==> config.mk <==
export PLATFORM = sky130hd
export DESIGN_NAME = rxframe_len_gate
export DESIGN_NICKNAME = d
export VERILOG_FILES = /design/src/rtl/rxframe_len_pkg.sv /design/src/rtl/rxframe_len_class.sv /design/src/rtl/rxframe_stage.sv /design/src/rtl/rxframe_flags.sv /design/src/rtl/rxframe_len_gate.sv
export SDC_FILE = /design/constraint.sdc
export NUM_CORES = 1
export LEC_CHECK = 0
export BUFFER_PORTS_ARGS = -buffer_cell sky130_fd_sc_hd__buf_4
export CORE_MARGIN = 8
export CORE_UTILIZATION = 40
export CTS_CLUSTER_DIAMETER = 150
export CTS_CLUSTER_SIZE = 10
export DETAILED_ROUTE_END_ITERATION = 12
export PLACE_DENSITY = 0.61
export SLEW_MARGIN = 0
export SYNTH_ARGS = -nofsm -noshare
export SYNTH_HDL_FRONTEND = slang
export SYNTH_SLANG_ARGS = --single-unit
==> constraint.sdc <==
create_clock -name clk -period 7.2 [get_ports clk]
set_input_delay 0 -clock clk [delete_from_list [all_inputs] [get_ports clk]]
set_output_delay 0 -clock clk [all_outputs]
set_load 0.03 [all_outputs]
==> src/rtl/rxframe_len_pkg.sv <==
package rxframe_len_pkg;

    typedef enum logic [1:0] {
        CLS_DROP   = 2'd0,
        CLS_SHORT  = 2'd1,
        CLS_NORMAL = 2'd2
    } len_cls_e;

    typedef enum logic [2:0] {
        S_GATHER     = 3'd0,
        S_PASS       = 3'd1,
        S_DRAIN_NORM = 3'd2,
        S_DRAIN_SHRT = 3'd3,
        S_DISCARD    = 3'd4
    } rx_state_e;

    typedef enum logic [1:0] {
        AM_NOCHK = 2'b00,
        AM_SA1   = 2'b01,
        AM_SA2   = 2'b10,
        AM_DUAL  = 2'b11
    } addr_mode_e;

endpackage

==> src/rtl/rxframe_len_class.sv <==
module rxframe_len_class
    import rxframe_len_pkg::*;
#(
    parameter int BITS_W   = 16,
    parameter int TINY_MAX = 8,
    parameter int CRC_LIM  = 24,
    parameter int MID_LIM  = 32,
    parameter int LONG_LIM = 40
) (
    input  logic [BITS_W-1:0] frame_bits,
    input  logic [1:0]        addr_mode,
    input  logic              crc_ctl,
    output len_cls_e          cls
);

    always_comb begin
        if (frame_bits <= BITS_W'(TINY_MAX)) begin
            cls = CLS_DROP;
        end else if (frame_bits < BITS_W'(CRC_LIM)) begin
            cls = crc_ctl ? CLS_DROP : CLS_SHORT;
        end else if (frame_bits < BITS_W'(MID_LIM)) begin
            cls = CLS_SHORT;
        end else if (frame_bits < BITS_W'(LONG_LIM)) begin
            unique case (addr_mode_e'(addr_mode))
                AM_NOCHK, AM_SA1: cls = CLS_NORMAL;
                AM_SA2, AM_DUAL:  cls = CLS_SHORT;
                default:          cls = CLS_NORMAL;
            endcase
        end else begin
            cls = CLS_NORMAL;
        end
    end

endmodule

==> src/rtl/rxframe_stage.sv <==
module rxframe_stage #(
    parameter int W     = 8,
    parameter int DEPTH = 8
) (
    input  logic                       clk,
    input  logic                       rst_n,
    input  logic                       push,
    input  logic [W-1:0]               din,
    input  logic                       pop,
    input  logic                       flush,
    output logic [W-1:0]               head,
    output logic [$clog2(DEPTH+1)-1:0] cnt
);

    localparam int AW = (DEPTH > 1) ? $clog2(DEPTH) : 1;
    localparam int CW = $clog2(DEPTH + 1);

    logic [W-1:0]  mem [DEPTH];
    logic [AW-1:0] wp_q, rp_q;
    logic [CW-1:0] cnt_q;
    logic          push_ok, pop_ok;

    function automatic logic [AW-1:0] bump(input logic [AW-1:0] p);
        return (p == AW'(DEPTH - 1)) ? '0 : p + AW'(1);
    endfunction

    assign pop_ok  = pop && (cnt_q != '0);
    assign push_ok = push && ((cnt_q != CW'(DEPTH)) || pop_ok);

    always_ff @(posedge clk) begin
        if (push_ok) begin
            mem[wp_q] <= din;
        end
    end

    always_ff @(posedge clk or negedge rst_n) begin
        if (!rst_n) begin
            wp_q  <= '0;
            rp_q  <= '0;
            cnt_q <= '0;
        end else if (flush) begin
            wp_q  <= '0;
            rp_q  <= '0;
            cnt_q <= '0;
        end else begin
            if (push_ok) wp_q <= bump(wp_q);
            if (pop_ok)  rp_q <= bump(rp_q);
            cnt_q <= cnt_q + CW'(push_ok) - CW'(pop_ok);
        end
    end

    assign head = mem[rp_q];
    assign cnt  = cnt_q;

endmodule

==> src/rtl/rxframe_flags.sv <==
module rxframe_flags (
    input  logic clk,
    input  logic rst_n,
    input  logic set_shrt,
    input  logic set_eom,
    input  logic clr_shrt,
    input  logic clr_eom,
    input  logic shrt_ie,
    output logic shrt_flag,
    output logic eom_flag,
    output logic irq
);

    logic shrt_q, eom_q;

    always_ff @(posedge clk or negedge rst_n) begin
        if (!rst_n) begin
            shrt_q <= 1'b0;
            eom_q  <= 1'b0;
        end else begin
            if (set_shrt)      shrt_q <= 1'b1;
            else if (clr_shrt) shrt_q <= 1'b0;
            if (set_eom)       eom_q  <= 1'b1;
            else if (clr_eom)  eom_q  <= 1'b0;
        end
    end

    assign shrt_flag = shrt_q;
    assign eom_flag  = eom_q;
    assign irq       = shrt_q && shrt_ie;

endmodule

==> src/rtl/rxframe_len_gate.sv <==
module rxframe_len_gate
    import rxframe_len_pkg::*;
#(
    parameter int DATA_W      = 8,
    parameter int BITS_W      = 16,
    parameter int STAGE_DEPTH = 8,
    parameter int TINY_MAX    = 8,
    parameter int CRC_LIM     = 24,
    parameter int MID_LIM     = 32,
    parameter int LONG_LIM    = 40
) (
    input  logic              clk,
    input  logic              rst_n,
    input  logic              byte_vld,
    input  logic [DATA_W-1:0] byte_data,
    input  logic              frame_end,
    input  logic [BITS_W-1:0] frame_bits,
    input  logic [1:0]        addr_mode,
    input  logic              crc_ctl,
    input  logic              shrt_ie,
    input  logic              clr_shrt,
    input  logic              clr_eom,
    output logic              wr_en,
    output logic [DATA_W-1:0] wr_data,
    output logic              wr_last,
    output logic              wr_short,
    output logic              shrt_flag,
    output logic              eom_flag,
    output logic              irq
);

    localparam int CW        = $clog2(STAGE_DEPTH + 1);
    localparam int PASS_FILL = LONG_LIM / DATA_W;

    rx_state_e         state_q, state_d;
    len_cls_e          cls;
    logic [CW-1:0]     stage_cnt;
    logic [DATA_W-1:0] stage_head;
    logic              st_push, st_pop, st_flush;
    logic              last_char;

    rxframe_len_class #(
        .BITS_W  (BITS_W),
        .TINY_MAX(TINY_MAX),
        .CRC_LIM (CRC_LIM),
        .MID_LIM (MID_LIM),
        .LONG_LIM(LONG_LIM)
    ) u_class (
        .frame_bits(frame_bits),
        .addr_mode (addr_mode),
        .crc_ctl   (crc_ctl),
        .cls       (cls)
    );

    rxframe_stage #(
        .W    (DATA_W),
        .DEPTH(STAGE_DEPTH)
    ) u_stage (
        .clk  (clk),
        .rst_n(rst_n),
        .push (st_push),
        .din  (byte_data),
        .pop  (st_pop),
        .flush(st_flush),
        .head (stage_head),
        .cnt  (stage_cnt)
    );

    // State register
    always_ff @(posedge clk or negedge rst_n) begin
        if (!rst_n) state_q <= S_GATHER;
        else        state_q <= state_d;
    end

    // Next-state logic
    always_comb begin
        state_d = state_q;
        unique case (state_q)
            S_GATHER: begin
                if (frame_end) begin
                    unique case (cls)
                        CLS_DROP:   state_d = S_DISCARD;
                        CLS_SHORT:  state_d = (stage_cnt == '0) ? S_GATHER : S_DRAIN_SHRT;
                        CLS_NORMAL: state_d = (stage_cnt == '0) ? S_GATHER : S_DRAIN_NORM;
                        default:    state_d = S_DISCARD;
                    endcase
                end else if (byte_vld && stage_cnt == CW'(PASS_FILL - 1)) begin
                    state_d = S_PASS;
                end
            end
            S_PASS: begin
                if (frame_end) state_d = S_DRAIN_NORM;
            end
            S_DRAIN_NORM, S_DRAIN_SHRT: begin
                if (stage_cnt <= CW'(1)) state_d = S_GATHER;
            end
            S_DISCARD: state_d = S_GATHER;
            default:   state_d = S_GATHER;
        endcase
    end

    // Outputs
    always_comb begin
        st_push   = 1'b0;
        st_pop    = 1'b0;
        st_flush  = 1'b0;
        last_char = 1'b0;
        wr_short  = 1'b0;
        unique case (state_q)
            S_GATHER: begin
                st_push = byte_vld;
            end
            S_PASS: begin
                st_push = byte_vld;
                st_pop  = (stage_cnt > CW'(1));
            end
            S_DRAIN_NORM: begin
                st_pop    = (stage_cnt != '0);
                last_char = (stage_cnt == CW'(1));
            end
            S_DRAIN_SHRT: begin
                st_pop    = (stage_cnt != '0);
                last_char = (stage_cnt == CW'(1));
                wr_short  = (stage_cnt == CW'(1));
            end
            S_DISCARD: begin
                st_flush = 1'b1;
            end
            default: begin
                st_flush = 1'b1;
            end
        endcase
    end

    assign wr_en   = st_pop;
    assign wr_data = stage_head;
    assign wr_last = last_char;

    rxframe_flags u_flags (
        .clk      (clk),
        .rst_n    (rst_n),
        .set_shrt (wr_en && wr_short),
        .set_eom  (wr_en && wr_last),
        .clr_shrt (clr_shrt),
        .clr_eom  (clr_eom),
        .shrt_ie  (shrt_ie),
        .shrt_flag(shrt_flag),
        .eom_flag (eom_flag),
        .irq      (irq)
    );

endmodule

# --- Word-level counts from Yosys, hierarchy flattened ---
# Memories as Yosys holds them, arrays and structs flattened.
# Cells that the tools add are included.
word_totals:
  regBits: 15
  ramBits: 64
  input_bits: 34
  out_inout_bits: 14
  word_cells: 85
  memories: 1
mem_list:
  columns: ["name", "depth", "word_bits", "rd", "rd_ports_with_merged_regs", "write_ports", "line", "text"]
  rows:
  - ["u_stage.mem", 8, 8, 1, 0, 1, "rxframe_stage.sv:18", "logic [W-1:0] mem [DEPTH];"]
op_classes:
  addsub: 4
  n_lt_le_gt_ge: 6
  eq_ne: 18
  muxes: 31
  n_reduce_logical: 19
op_table:
  columns: ["op", "n"]
  rows:
  - ["$lt 16x6->1 const B", 2]
  - ["$mux 3", 10]
  - ["$le 16x4->1 const B", 1]
  - ["$lt 16x5->1 const B", 1]
  - ["$mux 2", 6]
  - ["$mux 1", 10]
  - ["$pmux 3 s3", 1]
  - ["$reduce_or 2->1", 4]
  - ["$add 3x1->3 const B", 2]
  - ["$eq 2x2->1 const B", 3]
  - ["$eq 3x2->1 const B", 2]
  - ["$eq 3x3->1 const B", 2]
  - ["$logic_and 1x1->1", 6]
  - ["$ne 2x1->1 const B", 3]
  - ["$pmux 3 s2", 1]
  - ["$add 4x1->4", 1]
  - ["$eq 2x1->1 const B", 2]
  - ["$eq 4x1->1 const B", 1]
  - ["$eq 4x3->1 const B", 1]
  - ["$gt 4x1->1 const B", 1]
  - ["$le 4x1->1 const B", 1]
  - ["$logic_not 4->1", 1]
  - ["$mux 4", 1]
  - ["$ne 4x4->1 const B", 1]
  - ["13 further kinds", 14]

# --- Depth between registers and ports, before layout ---
# Gate-level depths: netlist (run 1).
depth:
  word_depth: 11
  depth_mapped: 13

# --- Cells and area by module ---
# A second synthesis (run 1) with hierarchy kept.
unflattened:
  cells_unflattened: 236
  hier_area_um2: 3708.6
by_module_without_submodules:
  columns: ["module", "instances", "cells_each", "area_per_inst_um2", "seq_area_each_um2"]
  rows:
  - ["rxframe_stage", 1, 179, 3226.8, 2172.1]
  - ["rxframe_len_gate", 1, 40, 327.8, 75.1]
  - ["rxframe_flags", 1, 7, 78.8, 50.0]
  - ["rxframe_len_class", 1, 10, 75.1, 0.0]

# --- Worst setup path before layout (run 1) ---
# OpenSTA, ideal clock, no wires.
synth_path:
  path_kind: "register to register"
  from: "register u_stage.cnt_q[2] (netlist: u_stage.cnt[2])"
  to: "register u_stage.cnt_q[1] (netlist: u_stage.cnt[1])"
  setup_time_ns: 0.132
  t_arrival_ns: 2.266
  required_time_ns: 7.068
  path_slack_ns: 4.802
  stages_incl_launch_ff: 12
  path_buffers: 0
  period_less_slack_ns: 2.398
  cell_sequence: "dfrtp_1 > inv_1 > ha_1 > nand2b_1 > a21oi_1 > a21oi_1 > nor2b_1 > ha_1 > inv_1 > ha_1 > fa_1 > nor2b_1"
synth_between:
  elab_chain_cells: 8
  word_cells_on_any_way: 10
  classes_between: "2 x add/sub; 1 x order compare; 1 x eq/ne; 2 x mux; 4 x reduce/logical"
synth_lines:
  columns: ["element", "line", "text"]
  rows:
  - ["start, declared", "rxframe_stage.sv:20", "logic [CW-1:0] cnt_q;"]
  - ["start signal, assigned", "rxframe_stage.sv:48", "cnt_q <= cnt_q + CW'(push_ok) - CW'(pop_ok);"]
  - ["$gt 4x1->1 or $reduce_bool 4->1 (tied branches)", null, null]
  - ["$pmux 1 s2", "rxframe_len_gate.sv:109", "unique case (state_q)"]
  - ["$logic_and 1x1->1", "rxframe_stage.sv:27", "assign pop_ok = pop && (cnt_q != '0);"]
  - ["$logic_or 1x1->1", "rxframe_stage.sv:28", "assign push_ok = push && ((cnt_q != CW'(DEPTH)) || pop_ok);"]
  - ["$logic_and 1x1->1", "rxframe_stage.sv:28", null]
  - ["$add 4x1->4", "rxframe_stage.sv:48", null]
  - ["$sub 4x1->4 *", "rxframe_stage.sv:48", null]
  - ["$mux 4 *", "rxframe_stage.sv:41", "end else if (flush) begin"]
# Mark *: on every way between the ends. The rest lies on a longest branch, timed or not.
# A chain may end at the register's enable or synchronous reset.

# --- Worst setup path after layout (run 1) ---
# Ends and elaborated chain as after synthesis.

==> impl_metrics.json, run 1 <==
{
  "synthTopCellsByArea": "edfxtp_1 (53%), dfrtp_1 (10%), mux4_1 (5.8%)",
  "synth_edf_count": 64,
  "yosys.area.top_type": "edfxtp_1",
  "die_area_sq_um": 12300,
  "hold_slack_ns": 0.0267,
  "synth_most_common_cell": "edfxtp_1",
  "die_h_microns": 111,
  "rr_worst_depth": 11,
  "power.total_w": 0.00155,
  "first_pass_iters": 4,
  "ys.warnings.count": 0,
  "hold_path_class": "primary input to flop",
  "worstHoldStart": "byte_vld",
  "cp-end-kind": "flop",
  "period_share_pct": 38.8,
  "multi_input_area_sq_um": 1220,
  "fillers": 733,
  "clk-insertion-delay-late_ns": 0.35,
  "arrival_ns": 3.02,
  "ios": 48,
  "max_cap_viol_count": 0,
  "grt_overflow": 0,
  "pwr_density_cell_nw_per_um2": 356,
  "r2r_slack_ns": 4.40,
  "track_usage_pct": 11.7,
  "placed_area_sq_um": 4070,
  "drc": 0,
  "root_buffer": "clkbuf_8",
  "cts_max_level": 3,
  "layout_setup_ws_ns": 4.40,
  "dp_hpwl_microns": 4500,
  "worstSetupPathType": "flop to flop",
  "run_status": "complete, no violations",
  "ys.flop_type": "edfxtp_1",
  "cts_buffer_depth": 2,
  "tightest_slew_ns": 1.03,
  "r2r-start": "u_stage.cnt[2]$_DFF_PN0_",
  "slew_violations": 0,
  "final_nets": 331,
  "register_area_sq_um": 2300,
  "period_needed_ns": 2.80,
  "ir_worst_vdd_mv": 0.187,
  "clk_pin_slew_ns": 0.08,
  "final_hold_viol_count": 0,
  "viasPerCell": 5.06,
  "post-place-ws_ns": 4.39,
  "yosysSeqAreaShare_pct": 63.7,
  "tns_ns": 0,
  "startpoint_type": "flop",
  "async_flop_share_pct": 19.0,
  "syn2layout_area_growth_pct": 20.8,
  "grt_pass1_wl_microns": 11200,
  "min_to": "u_stage.wp_q[1]$_DFFE_PN0P_",
  "synth_area_sq_um": 3610,
  "core_sq_um": 8720,
  "grt_setup_unrepaired": "false",
  "worstSetupStartpoint": "u_stage.cnt[2]$_DFF_PN0_",
  "wl_per_cell_microns": 17.2,
  "synth_common_cells": "edfxtp_1 (64), dfrtp_1 (15), ha_1 (14), inv_1 (14), nor2_1 (10)",
  "gp_congestion": 0.718,
  "fin_area_sq_um": 4360,
  "num_vias": 1999,
  "cts_made_buffers": 9,
  "io_buffers": 46,
  "synth_nets": 268,
  "start_util_pct": 41.4,
  "grt_antenna_before_repair": 0,
  "crit_required_ns": 7.42,
  "synth_cell_types": 41,
  "rows": 34,
  "whs_path_depth": 4,
  "synth_seq_cells": 79,
  "grt_max_degree": 20,
  "die_width_microns": 111,
  "routed_wl_microns": 6800,
  "fin_skew_ns": 0.0105,
  "n_antenna_cell": 0,
  "first_global_vias": 2086,
  "drt_iter0_drc": 81,
  "cts_tree": "done",
  "slew-limit-headroom_pct": 31.5,
  "syn_area_per_cell_sq_um": 16.5,
  "clock.fmax_mhz": 358,
  "postRouteAntennaNets": 0,
  "worst-path-max-fanout": 6,
  "drive_above_1_share_pct": 30.3,
  "setup_viol": 0,
  "r2r_end": "u_stage.cnt[1]$_DFF_PN0_",
  "p_leak_nw": 1.71,
  "cts.sinks": 79,
  "synth_top_cell_area_share_pct": 53.3,
  "syn_inst": 219,
  "post_cts_buffers": 0
}
-- state kept, by name, summed over array words and instances (netlist names) --
signal             flops
state_q                3
u_stage.mem           64
u_flags.shrt_flag      1
u_flags.eom_flag       1
u_stage.cnt            4
u_stage.rp_q           3
u_stage.wp_q           3
-- how the worst max path moves through the flow --
stage,to,slack [ns]
detailed placement,u_stage.cnt[1]$_DFF_PN0_,4.39
global placement,u_stage.cnt[1]$_DFF_PN0_,4.46
global route,u_stage.cnt[3]$_DFF_PN0_,4.17
finish,u_stage.cnt[1]$_DFF_PN0_,4.40
CTS,u_stage.cnt[3]$_DFF_PN0_,4.36
floorplan,u_stage.cnt[1]$_DFF_PN0_,4.80
-- where the power goes --
part / switching, W / leakage (nW) / total (W) / internal (W)
Clock: 0.000165 / 0.0789 / 0.000291 / 0.000126
Sequential: 0.000107 / 0.762 / 0.000663 / 0.000555
Combinational: 0.000275 / 0.871 / 0.000597 / 0.000322
-- what timing repair did --
action / in CTS / in global routing
hold buffers: 12 / 0
gates resized for setup: 0 / 0
hold endpoints to repair: 83 / 0
-- metal layers --
| layer | up-vias | share of wire (%) | track usage [%] |
|---|---|---|---|
| li1 | 974 | - | - |
| met3 | 10 | 3.5 | 3.25 |
| met5 | - | 0 | 0 |
| met1 | 989 | 45 | 14.4 |
| met2 | 26 | 50 | 18.5 |
| met4 | 0 | 1.8 | 5.41 |
-- stage by stage --
stage               std cells  utilization [%]
floorplan                 219                -
global placement          367             46.6
detailed placement        367             46.6
CTS                       395             50.0
global route              395             50.0
finish                    395             50.0
-- cell usage in the layout (no fill, tap or decap), drive strengths merged, types with 2 or more instances in the layout --
cell type	instances
or3	2
mux2	9
a21oi	6
o31ai	2
edfxtp	64
buf	48
a21o	4
nor2b	5
nor2	10
mux2i	3
inv	16
nand2	6
nand2b	5
mux4	16
a211oi	2
nor3	5
clkinv	2
and2	2
ha	14
dfrtp	15
nor3b	7
xnor2	2
dlygate4sd3	12
o21ai	3
clkinvlp	3
clkbuf	10
nor4	2
-- cell families (layout without fill, tap and decap cells) --
logic type,Yosys count,after routing,share of synthesized area (%)
AO/OA/AOI/OAI,24,24,4.54
multiplexers,28,28,15.3
adder cells (fa/ha/maj),15,15,5.41
AND/OR/NAND/NOR,48,48,7.46
XOR/XNOR,2,2,0.486
flip-flops,79,79,63.7
buffers and inverters,23,91,3.12
-- final cells by class --
type / count / share of cell area (%)
inverters: 15 / 1.29
flip-flops and latches: 79 / 52.7
clock inverters: 6 / 1.03
well taps: 108 / 3.10
repair buffers: 60 / 11.0
clock buffers: 10 / 2.93
multi-input cells: 117 / 27.9
-- critical path: stages, from the launching register on --
cell and delay (ns):
dfrtp_1 0.40, inv_1 0.12, ha_1 0.25, nand2b_1 0.12, a21oi_1 0.06, a21oi_1 0.46, nor2b_1 0.23, ha_1 0.25
inv_1 0.06, ha_1 0.18, fa_1 0.40, nor2b_1 0.13
Power figures use the tool's default switching activity.
==> run 2, diff against run 1 <==
PLACE_DENSITY = 0.63   (was 0.61)
clock period = 2.4 ns   (was 7.2 ns; I/O delays follow)
==> impl_metrics.json, run 2 (synthesis results as in run 1) <==
{
  "run_status": "complete, no violations",
  "post-place-ws_ns": 0.0179,
  "max_cap_viol_count": 0,
  "dp_hpwl_microns": 4850,
  "arrival_ns": 2.58,
  "core_sq_um": 8720,
  "worst-path-max-fanout": 5,
  "ir_worst_vdd_mv": 0.493,
  "worstSetupPathType": "flop to flop",
  "first_global_vias": 2172,
  "final_cell_mix": "buf_4 (69), edfxtp_1 (64), dfrtp_1 (15), inv_1 (12), dlygate4sd3_1 (12)",
  "syn2layout_area_growth_pct": 28.4,
  "cts.sinks": 79,
  "die_area_sq_um": 12300,
  "grt_pass1_wl_microns": 11300,
  "largest_register_ffs": 64,
  "gp_congestion": 0.751,
  "grt_max_degree": 19,
  "layout_setup_ws_ns": 0.0604,
  "rr_worst_depth": 10,
  "final_hold_viol_count": 0,
  "worstSetupStartpoint": "u_stage.cnt[2]$_DFF_PN0_",
  "cts_made_buffers": 9,
  "viasPerCell": 5.09,
  "n_antenna_cell": 0,
  "drt_iter0_drc": 120,
  "r2r-start": "u_stage.cnt[2]$_DFF_PN0_",
  "cts_buffer_depth": 2,
  "top_register": "u_stage.mem",
  "slew_violations": 0,
  "period_share_pct": 97.5,
  "fin_cells": 416,
  "num_vias": 2117,
  "startpoint_type": "flop",
  "clk_pin_slew_ns": 0.08,
  "io_buffers": 46,
  "drc": 0,
  "first_pass_iters": 4,
  "p_leak_nw": 1.86,
  "worstHoldStart": "byte_vld",
  "power.total_w": 0.00522,
  "mostFrequentLayoutCell": "buf_4",
  "placed_area_sq_um": 4190,
  "grt_antenna_before_repair": 0,
  "clock.fmax_mhz": 427,
  "cts_max_level": 3,
  "utilization_pct": 53.1,
  "cts_tree": "done",
  "cp-end-kind": "flop",
  "slew-limit-headroom_pct": 62.9,
  "die_h_microns": 111,
  "place_inst": 386,
  "tightest_slew_ns": 0.556,
  "final_nets": 352,
  "period_needed_ns": 2.34,
  "track_usage_pct": 11.6,
  "wl_per_cell_microns": 16.9,
  "postRouteAntennaNets": 0,
  "routed_wl_microns": 7020,
  "pwr_density_cell_nw_per_um2": 1130,
  "hold_path_class": "primary input to flop",
  "root_buffer": "clkbuf_8",
  "start_util_pct": 41.4,
  "clk-insertion-delay-late_ns": 0.35,
  "grt_setup_unrepaired": "true",
  "ios": 48,
  "fin_skew_ns": 0.00850,
  "grt_overflow": 0,
  "setup_viol": 0,
  "rows": 34,
  "crit_required_ns": 2.64,
  "whs_path_depth": 4,
  "die_width_microns": 111,
  "drive_above_1_share_pct": 38.0,
  "fin_area_sq_um": 4630
}
-- run 2: changes by cell type in the layout (fill, tap and decap cells not counted), moves of 3 or more --
cell | previous run | this run
a21oi_2 | 0 | 3
bufinv_16 | 0 | 3
nor3b_2 | 4 | 1
ha_1 | 14 | 11
clkinvlp_4 | 3 | 0
a21oi_1 | 6 | 3
nor3b_1 | 3 | 6
buf_4 | 48 | 69
-- run 2: worst paths after layout --
check	endpoint	slack (ns)
max	u_stage.cnt[2]$_DFF_PN0_	0.06
min	u_stage.wp_q[1]$_DFFE_PN0P_	0.008
max reg2reg	u_stage.cnt[2]$_DFF_PN0_	0.06
min reg2reg	u_flags.eom_flag$_DFFE_PN0P_	0.49
max in group asynchronous	state_q[1]$_DFFE_PN0P_	2.17
min in group asynchronous	u_stage.wp_q[0]$_DFFE_PN0P_	0.05
-- run 2: routing by layer --
metal	global-route usage, %	wire length (microns)	vias to the layer above
met3	2.38	236	9
li1	-	-	1017
met1	14.2	3060	1054
met4	6.76	129	0
met2	18.7	3590	37
met5	0	0	-
-- run 2: area by class of cell --
type                       count  area [sq um]
inverter                      15          56.3
clock inverter                 6           116
timing repair buffer          81           638
fill                         713          4090
clock buffer                  10           128
tap                          108           135
multi-input combinational    117          1260
sequential                    79          2300
-- run 2: critical path, cell delays in order (launching register included) --
cell	delay, ns
dfrtp_1	0.40
inv_2	0.12
buf_4	0.13
ha_1	0.13
or3b_4	0.38
o211ai_4	0.22
inv_2	0.09
ha_2	0.19
fa_1	0.37
xnor2_1	0.15
nor2_1	0.05
-- run 2: what timing repair did --
item / CTS / global route
buffers inserted: 0 / 2
hold buffers: 12 / 0
gates resized for setup: 0 / 16
endpoints found under the setup margin: 0 / 27
endpoints found under the hold margin: 83 / 0
-- run 2: where the power goes --
| group | switching, W | internal (W) |
|---|---|---|
| sequential | 0.000188 | 0.00167 |
| clock | 0.000497 | 0.000701 |
| combinational | 0.00104 | 0.00113 |
-- run 2: stage by stage --
step                      hold WS, ns  TNS, ns
after floorplan                -0.296        0
after global placement         -0.129        0
after detailed placement       -0.128        0
after CTS                      0.0135        0
after global routing           0.0326  -0.0156
final                         0.00770        0
